===== src/rtl/pgs_pkg.sv =====
package pgs_pkg;
  typedef enum logic [2:0] {
    CMD_NONE     = 3'b000,
    CMD_ALL_OFF  = 3'b001,
    CMD_HOLD_LOW = 3'b010,
    CMD_HS_OFF   = 3'b100
  } gate_cmd_e;
endpackage


===== src/rtl/pgs_blank_timer.sv =====
module pgs_blank_timer #(
  parameter int BLANK_CYC = 62
) (
  input  logic clk,
  input  logic rst_n,
  input  logic clr,
  input  logic trans_act,
  input  logic tick,
  output logic blanking
);
  localparam int CW = $clog2(BLANK_CYC + 1);
  localparam logic [CW-1:0] LOAD = CW'(BLANK_CYC);

  logic          trans_q;
  logic [CW-1:0] cnt_q;
  logic          rise;

  assign rise     = trans_act & ~trans_q;
  assign blanking = (cnt_q != '0);

  always_ff @(posedge clk or negedge rst_n) begin
    if (!rst_n) begin
      trans_q <= 1'b0;
      cnt_q   <= '0;
    end else begin
      trans_q <= trans_act;
      if (clr)                   cnt_q <= '0;
      else if (rise)             cnt_q <= LOAD;
      else if (tick && blanking) cnt_q <= cnt_q - 1'b1;
    end
  end


  blank_open_chk: assert property (@(posedge clk) disable iff (!rst_n)
    (rise && !clr) |=> blanking);
endmodule


===== src/rtl/pgs_delay_timer.sv =====
module pgs_delay_timer #(
  parameter int DLY_CYC = 1007
) (
  input  logic clk,
  input  logic rst_n,
  input  logic clr,
  input  logic pg_early,
  input  logic tick,
  output logic armed
);
  localparam int CW = $clog2(DLY_CYC + 1);
  localparam logic [CW-1:0] LAST = CW'(DLY_CYC - 1);

  logic          seen_q;
  logic [CW-1:0] cnt_q;
  logic          counting;

  assign counting = seen_q | pg_early;

  always_ff @(posedge clk or negedge rst_n) begin
    if (!rst_n) begin
      seen_q <= 1'b0;
      cnt_q  <= '0;
      armed  <= 1'b0;
    end else if (clr) begin
      seen_q <= 1'b0;
      cnt_q  <= '0;
      armed  <= 1'b0;
    end else begin
      seen_q <= counting;
      if (counting && tick && !armed) begin
        if (cnt_q == LAST) armed <= 1'b1;
        else               cnt_q <= cnt_q + 1'b1;
      end
    end
  end


  arm_sticky_chk: assert property (@(posedge clk) disable iff (!rst_n)
    (armed && !clr) |=> armed);

  arm_after_good_chk: assert property (@(posedge clk) disable iff (!rst_n)
    $rose(armed) |-> seen_q);
endmodule


===== src/rtl/pgs_fault_latches.sv =====
module pgs_fault_latches #(
  parameter int CL_TRIP = 32
) (
  input  logic clk,
  input  logic rst_n,
  input  logic clr,
  input  logic ovp_abs,
  input  logic win_hi,
  input  logic win_ovp_en,
  input  logic win_lo,
  input  logic ss_done,
  input  logic tick,
  input  logic ilim_evt,
  input  logic otemp,
  output logic ovp_q,
  output logic cl_q,
  output logic ot_q
);
  localparam int CW = $clog2(CL_TRIP + 1);
  localparam logic [CW-1:0] LAST = CW'(CL_TRIP - 1);

  logic [CW-1:0] run_q;
  logic          cl_arm;

  assign cl_arm = win_lo & ss_done;

  always_ff @(posedge clk or negedge rst_n) begin
    if (!rst_n) begin
      ovp_q <= 1'b0;
      cl_q  <= 1'b0;
      ot_q  <= 1'b0;
      run_q <= '0;
    end else if (clr) begin
      ovp_q <= 1'b0;
      cl_q  <= 1'b0;
      ot_q  <= 1'b0;
      run_q <= '0;
    end else begin
      if (ovp_abs || (win_hi && win_ovp_en)) ovp_q <= 1'b1;
      if (otemp)                             ot_q  <= 1'b1;
      if (!cl_arm) begin
        run_q <= '0;
      end else if (tick) begin
        if (!ilim_evt)          run_q <= '0;
        else if (run_q == LAST) cl_q  <= 1'b1;
        else                    run_q <= run_q + 1'b1;
      end
    end
  end


  abs_ovp_sets_chk: assert property (@(posedge clk) disable iff (!rst_n)
    (ovp_abs && !clr) |=> ovp_q);

  latch_hold_chk: assert property (@(posedge clk) disable iff (!rst_n)
    ((ovp_q || cl_q || ot_q) && !clr) |=>
      (ovp_q || cl_q || ot_q));

  latch_clear_chk: assert property (@(posedge clk) disable iff (!rst_n)
    clr |=> !(ovp_q || cl_q || ot_q));

  cl_needs_low_chk: assert property (@(posedge clk) disable iff (!rst_n)
    $rose(cl_q) |-> $past(cl_arm && tick && ilim_evt));
endmodule


===== src/rtl/pg_fault_supervisor.sv =====
module pg_fault_supervisor
  import pgs_pkg::*;
#(
  parameter int BLANK_CYC = 62,
  parameter int DLY_CYC   = 1007,
  parameter int CL_TRIP   = 32
) (
  input  logic       clk,
  input  logic       rst_n,
  input  logic       en,
  input  logic       uvlo,
  input  logic       cyc_tick,
  input  logic       win_ok,
  input  logic       win_hi,
  input  logic       win_lo,
  input  logic       ovp_abs,
  input  logic       ilim_evt,
  input  logic       otemp,
  input  logic       ss_done,
  input  logic       trans_act,
  input  logic       boot_reached,
  output logic       pg_early,
  output logic       pg_late,
  output logic [2:0] gate_cmd
);
  logic      off;
  logic      blanking;
  logic      armed;
  logic      ovp_q, cl_q, ot_q;
  logic      fault_any;
  logic      started_q;
  logic      pg_q;
  logic      pg_d;
  gate_cmd_e cmd;

  assign off       = ~en | uvlo;
  assign fault_any = ovp_q | cl_q | ot_q;

  pgs_blank_timer #(.BLANK_CYC(BLANK_CYC)) u_blank (
    .clk(clk), .rst_n(rst_n), .clr(off), .trans_act(trans_act),
    .tick(cyc_tick), .blanking(blanking)
  );

  pgs_delay_timer #(.DLY_CYC(DLY_CYC)) u_delay (
    .clk(clk), .rst_n(rst_n), .clr(off), .pg_early(pg_q),
    .tick(cyc_tick), .armed(armed)
  );

  pgs_fault_latches #(.CL_TRIP(CL_TRIP)) u_latch (
    .clk(clk), .rst_n(rst_n), .clr(off), .ovp_abs(ovp_abs),
    .win_hi(win_hi), .win_ovp_en(ss_done & ~trans_act & ~blanking),
    .win_lo(win_lo), .ss_done(ss_done), .tick(cyc_tick),
    .ilim_evt(ilim_evt), .otemp(otemp),
    .ovp_q(ovp_q), .cl_q(cl_q), .ot_q(ot_q)
  );

  always_comb begin
    if (fault_any)                       pg_d = 1'b0;
    else if (!(started_q | boot_reached)) pg_d = 1'b0;
    else if (blanking)                   pg_d = 1'b1;
    else                                 pg_d = win_ok;
  end

  always_ff @(posedge clk or negedge rst_n) begin
    if (!rst_n) begin
      started_q <= 1'b0;
      pg_q      <= 1'b0;
    end else if (off) begin
      started_q <= 1'b0;
      pg_q      <= 1'b0;
    end else begin
      started_q <= started_q | boot_reached;
      pg_q      <= pg_d;
    end
  end

  always_comb begin
    if (off)           cmd = CMD_ALL_OFF;
    else if (ot_q)     cmd = CMD_ALL_OFF;
    else if (ovp_q)    cmd = CMD_HOLD_LOW;
    else if (cl_q)     cmd = CMD_ALL_OFF;
    else if (ilim_evt) cmd = CMD_HS_OFF;
    else               cmd = CMD_NONE;
  end

  assign gate_cmd = cmd;
  assign pg_early = pg_q;
  assign pg_late  = armed & pg_q;


  cmd_onehot_chk: assert property (@(posedge clk) disable iff (!rst_n)
    $onehot0(gate_cmd));

  off_drops_good_chk: assert property (@(posedge clk) disable iff (!rst_n)
    off |=> !pg_early);

  fault_drops_good_chk: assert property (@(posedge clk) disable iff (!rst_n)
    (fault_any && !off) |=> !pg_early);

  blank_holds_good_chk: assert property (@(posedge clk) disable iff (!rst_n)
    (blanking && started_q && !fault_any && !off) |=> pg_early);
endmodule


===== config.mk =====
export PLATFORM = sky130hd
export DESIGN_NAME = pg_fault_supervisor
export DESIGN_NICKNAME = d
export VERILOG_FILES = /design/src/rtl/pgs_pkg.sv /design/src/rtl/pgs_blank_timer.sv /design/src/rtl/pgs_delay_timer.sv /design/src/rtl/pgs_fault_latches.sv /design/src/rtl/pg_fault_supervisor.sv
export SDC_FILE = /design/constraint.sdc
export NUM_CORES = 1
export LEC_CHECK = 0
export CAP_MARGIN = 30
export CORE_ASPECT_RATIO = 2
export CORE_MARGIN = 3
export CORE_UTILIZATION = 25
export DETAILED_ROUTE_END_ITERATION = 8
export GPL_ROUTABILITY_DRIVEN = 0
export MAX_ROUTING_LAYER = met4
export PLACE_DENSITY_LB_ADDON = 0.25
export SLEW_MARGIN = 40
export SYNTH_ARGS = -nofsm -noshare
export SYNTH_HDL_FRONTEND = slang
export SYNTH_HIERARCHICAL = 1
export SYNTH_SLANG_ARGS = --single-unit

===== constraint.sdc =====
create_clock -name clk -period 2 [get_ports clk]
set_clock_uncertainty 0.15 [all_clocks]
set_input_delay 0.4 -clock clk [delete_from_list [all_inputs] [get_ports clk]]
set_output_delay 0.4 -clock clk [all_outputs]
set_load 0.03 [all_outputs]

# == Word level (Yosys, flattened, before mapping) ==
# Cells that the tools add are included.
# word_totals
in_bits,14
register_bits,30
out_inout_bits,5
wordCells,87
# classes
add_sub_neg,3
mux,34
bitwise,14
n_eq_ne,5
reduce_logical,20
# op_table
operator,n
6-bit two-way mux,8
10-bit two-way mux,3
1-bit two-way mux,18
2-bit nonzero test,8
3-bit two-way mux,5
10-bit by 1-bit adder with 10-bit output (second input constant),1
10-bit == test (second input constant),1
6-bit by 1-bit adder with 6-bit output (second input constant),1
6-bit by 5-bit == test with 1-bit output (second input constant),1
2-bit AND reduction,3
6-bit nonzero test,1
6-bit by 1-bit subtractor with 6-bit output (second input constant),1
1-bit AND,5
1-bit OR,5
1-bit logical AND,4
4-bit inequality test (second input constant),1
1-bit inverter,4
4-bit AND reduction,1
3-bit inequality test (second input constant),1
3-bit nonzero test,1
2-bit inequality test (second input constant),1
1-bit zero test,1
1-bit logical OR,1

# == Depth between registers and ports, before layout ==
# logic_depth
depth_word,7
ltp_mapped,7
mapped_depth_nobuf,7

# == Hierarchy ==
# Netlist, hierarchy kept.
# modules_own_cells
module,cells_each,seq_area_each_um2,n_inst,area_each_um2
pgs_delay_timer,70,300.3,1,668.1
pgs_fault_latches,49,225.2,1,474.2
pgs_blank_timer,43,175.2,1,410.4
pg_fault_supervisor,16,50.0,1,132.6

# == Least setup slack after synthesis ==
# Ideal clock, no wire load.
# synth_timing
kind,reg2reg
startpoint,register pg_q (netlist: pg_early)
endpoint,register u_delay.cnt_q[7]
period_less_slack_ps,1842
path_slack_ps,158
setup_time_ps,78
t_arrival_ps,1614
stages_incl_launch_ff,5
t_required_ps,1772
path_buffers,0
path_cell_list,dfrtp_1 -> o21ai_1 -> or3_1 -> or3_1 -> a21oi_1
# synth_via
elab_chain_len,5
# synth_rtl
item,line,source
start: declaration,pg_fault_supervisor.sv:32,logic pg_q;
start signal: assignment,pg_fault_supervisor.sv:73,pg_q <= pg_d;
1-bit OR,pgs_delay_timer.sv:18,assign counting = seen_q | pg_early;
1-bit logical AND (2 in a row),pgs_delay_timer.sv:31,if (counting && tick && !armed) begin
2-bit nonzero test (no line),n/a,
2-bit AND reduction (no line),n/a,
end signal: assignment,pgs_delay_timer.sv:33,else cnt_q <= cnt_q + 1'b1;
end: declaration,pgs_delay_timer.sv:15,logic [CW-1:0] cnt_q;
# No other way between the ends.
# A chain may end at the register's enable or synchronous reset.

# == Final worst setup path ==
# layout_timing
startpoint,register pg_q (netlist: pg_early)
endpoint,output pg_early
# layout_lines
item,line,source
end: declaration,pg_fault_supervisor.sv:22,"output logic pg_early,"
# No word-level cell between the ends.

==> metrics.txt <==
fmax 515.4 MHz; global route overflow 0; max_cap viols 0; final setup margin 0.05993 ns; Cell Chain, Critical Path clkdlybuf4s50_1; number of buffers added on ports 18; hold_sp started_q$_DFF_PN0_; Clock transition at path regs 0.05 ns; CP max stage cell clkdlybuf4s50_1; GR peak layer met2; CP delay by family, top buffers and inverters; initial core utilization 26.28%; DRC violations left 0; synth top area cells dfrtp_1 45%, nor2_1 5.6%, a21oi_1 3.9%; die height 122.1 µm; largest net degree at the start of global routing 31; dpl cells 301; Mapped Area 1685 µm²; wire length per cell 13.96 µm; I/O pins 19; Primary FF master, synth dfrtp_1; RSZ-0062 raised after global routing false; clk buf depth 2; main combinational cell family by area after synthesis simple AND/OR/NAND/NOR gates; CP Data Required Time 1.45 ns; clk_lat worst skew 0.28 ns; CP arrival 1.39 ns; Site Rows 41; GR Util met2 23.66%; Antenna Violating Nets Remaining 0; CTS tree done; hold-fix buffers at CTS 0; clock tree sinks 30; synth warn 6; R2R Path Start u_blank/cnt_q[0]$_DFFE_PN0P_; n_diodes 0; Synth Area in XOR/XNOR 1.039%; crit path buf inv count 1; clock root cell clkbuf_16; Setup Crit Path Kind register to primary output; Synth Register Bits 30; Slew Limit Headroom 68.74%; Compound-Gate Fraction of Synth Area 17.30%; reg-to-reg setup timing slack 0.21 ns; crit-path max cell delay 0.70 ns; peak supply drop 0.5940 mV; synthesized area per cell 9.468 µm²; status finished, final reports clean; Core ar. 6412 µm²; Global Route Usage Sum 12.51%; grt met1 use 11.65%; Worst Hold Depth 2; Post-synth EDFFs 0; vias in the first global route 1,557; Yosys cell types 50; detailed-route via count 1,523; fin nets 241; global-route wire length before repair 7307 µm; Max Slew Vio Count 0; CTS buffer count 5; async set-or-reset flop fraction in the synthesized netlist 100.0%; die footprint 7823 µm²; Hold EP started_q$_DFF_PN0_; worst flop-to-flop path endpoint u_blank/cnt_q[4]$_DFFE_PN0P_; Post-Route Utilization 35.51%; Synth top area share 44.54%; fin crit period 1.940 ns; Finished Layout Cells 309; Final Setup Violations 0; sequential fraction of the synthesis area 44.54%; HP Class register to register; reg2reg path depth 6; PD cells 693.3 nW/µm²; met3 global-route usage 2.952%; die width 64.06 µm; Routed Wire Length 4314 µm; Post-CTS Setup Bufs 0; Slew @ Worst Pin 0.4630 ns; Lkg Pwr 0.9626 nW; Avg Vias per Cell 4.929; Final HPWL DP 3219 µm; Mapped Nets 197; area delta synth->final 35.11%; initial antenna violation count 0; TNS Setup 0 ns; H-tree levels 2; period utilization 97.00%; Simple-Gate Fraction of Synth Area 29.03%; post-synth top area cell dfrtp_1; violation count after the first detailed-route iteration 49; critical path fanouts, max 4; Gate Count Post-Synth 178; nature of the critical path startpoint register; final hold vios 0; pre-CTS WS -0.4373 ns; drt first pass iters 4; layout cells sized above 1 22.87%; adder-cell share of the synthesized area 3.712%; post-synthesis mux area share 1.262%; Critical Path Sink Type primary output
[cells by family after synthesis]
family	count (synthesis)
XOR/XNOR	2
adder cells (fa/ha/maj)	5
AND/OR/NAND/NOR	84
AO/OA/AOI/OAI	43
flip-flops	30
multiplexers	2
buffers and inverters	12
[registers in the layout, summed over array words and instances (netlist names)]
signal	flops
u_latch/run_q	6
u_delay/armed	1
u_latch/ot_q	1
u_delay/seen_q	1
pg_early	1
u_blank/cnt_q	6
u_latch/ovp_q	1
u_delay/cnt_q	10
u_blank/trans_q	1
u_latch/cl_q	1
started_q	1
[final cells by class]
class / instances / area, µm²
clock buffer: 7 / 142.6
clock inverter: 1 / 5.005
fill: 670 / 4135
inverter: 9 / 33.78
multi-input combinational: 136 / 898.4
sequential: 30 / 750.7
tap: 86 / 107.6
timing repair buffer: 40 / 339.1
[worst max-delay path by stage]
stage | cells after the start | startpoint | endpoint | slack (ns)
3_5_place_dp | 5 | en | gate_cmd[0] | -0.44
6_report | 1 | pg_early$_DFF_PN0_ | pg_early | 0.06
2_1_floorplan | 4 | pg_early$_DFF_PN0_ | u_delay/cnt_q[7]$_DFFE_PN0P_ | 0.16
3_3_place_gp | 5 | en | gate_cmd[0] | -0.46
4_1_cts | 5 | uvlo | gate_cmd[2] | 0.01
5_1_grt | 1 | pg_early$_DFF_PN0_ | pg_early | 0.02
[Yosys cell counts, drive strengths merged (2+ instances only)]
library cell  number
nor4b              2
a21o               2
a31o               2
o21ai              5
a211oi             2
xnor2              2
nand2             10
ha                 5
nand3b             3
a21oi             13
or3                8
buf                2
o31ai              3
dfrtp             30
a211o              2
nand4              3
and3               4
a31oi              6
nor2              25
nor3               4
nor4               2
nand3              8
nand2b             3
nor3b              3
and2               2
inv                9
[through the flow]
stage	total power [mW]	hold slack [ns]	cell area, µm²
floorplan	0.7268	-0.04559	1685
detailed placement	0.8367	0.3278	2115
finish	1.579	0.3570	2277
global route	1.655	0.3632	2277
CTS	1.609	0.3651	2268
global placement	0.8373	0.3175	2115
[layout by cell type (no fill, tap or decap), drive strengths merged, types with 2 or more instances in the layout]
| cell type | netlist | layout |
|---|---|---|
| dfrtp | 30 | 30 |
| nor2 | 25 | 25 |
| buf | 2 | 25 |
| a21oi | 13 | 13 |
| clkdlybuf4s50 | 0 | 12 |
| nand2 | 10 | 10 |
| inv | 9 | 9 |
| or3 | 8 | 8 |
| nand3 | 8 | 8 |
| clkbuf | 1 | 7 |
| a31oi | 6 | 6 |
| ha | 5 | 5 |
| o21ai | 5 | 5 |
| nor3 | 4 | 4 |
| and3 | 4 | 4 |
| nand2b | 3 | 3 |
| o31ai | 3 | 3 |
| nand4 | 3 | 3 |
| nand3b | 3 | 3 |
| nor3b | 3 | 3 |
| and2 | 2 | 2 |
| dlygate4sd2 | 0 | 2 |
| a211o | 2 | 2 |
| xnor2 | 2 | 2 |
| a21o | 2 | 2 |
| a31o | 2 | 2 |
| nor4 | 2 | 2 |
| nor4b | 2 | 2 |
| a211oi | 2 | 2 |
[layer usage]
layer / part of all wire [%] / vias to the layer above / routed length (µm)
li1: - / 746 / -
met1: 37 / 753 / 1575
met2: 59 / 18 / 2527
met3: 3.0 / 6 / 129
met4: 1.9 / 0 / 81
met5: 0 / - / 0
[repair_timing]
action / CTS / global route
resized for setup: 11 / 2
endpoints found under the setup margin: 4 / 4
pin swaps: 0 / 1
cloned: 0 / 0
[report_power, final]
part	internal [mW]	total (mW)	switching [mW]
logic	0.0946	0.189	0.0946
registers	0.621	0.634	0.0137
clock network	0.493	0.755	0.263
Note: power is estimated with default switching activity, not from simulation.
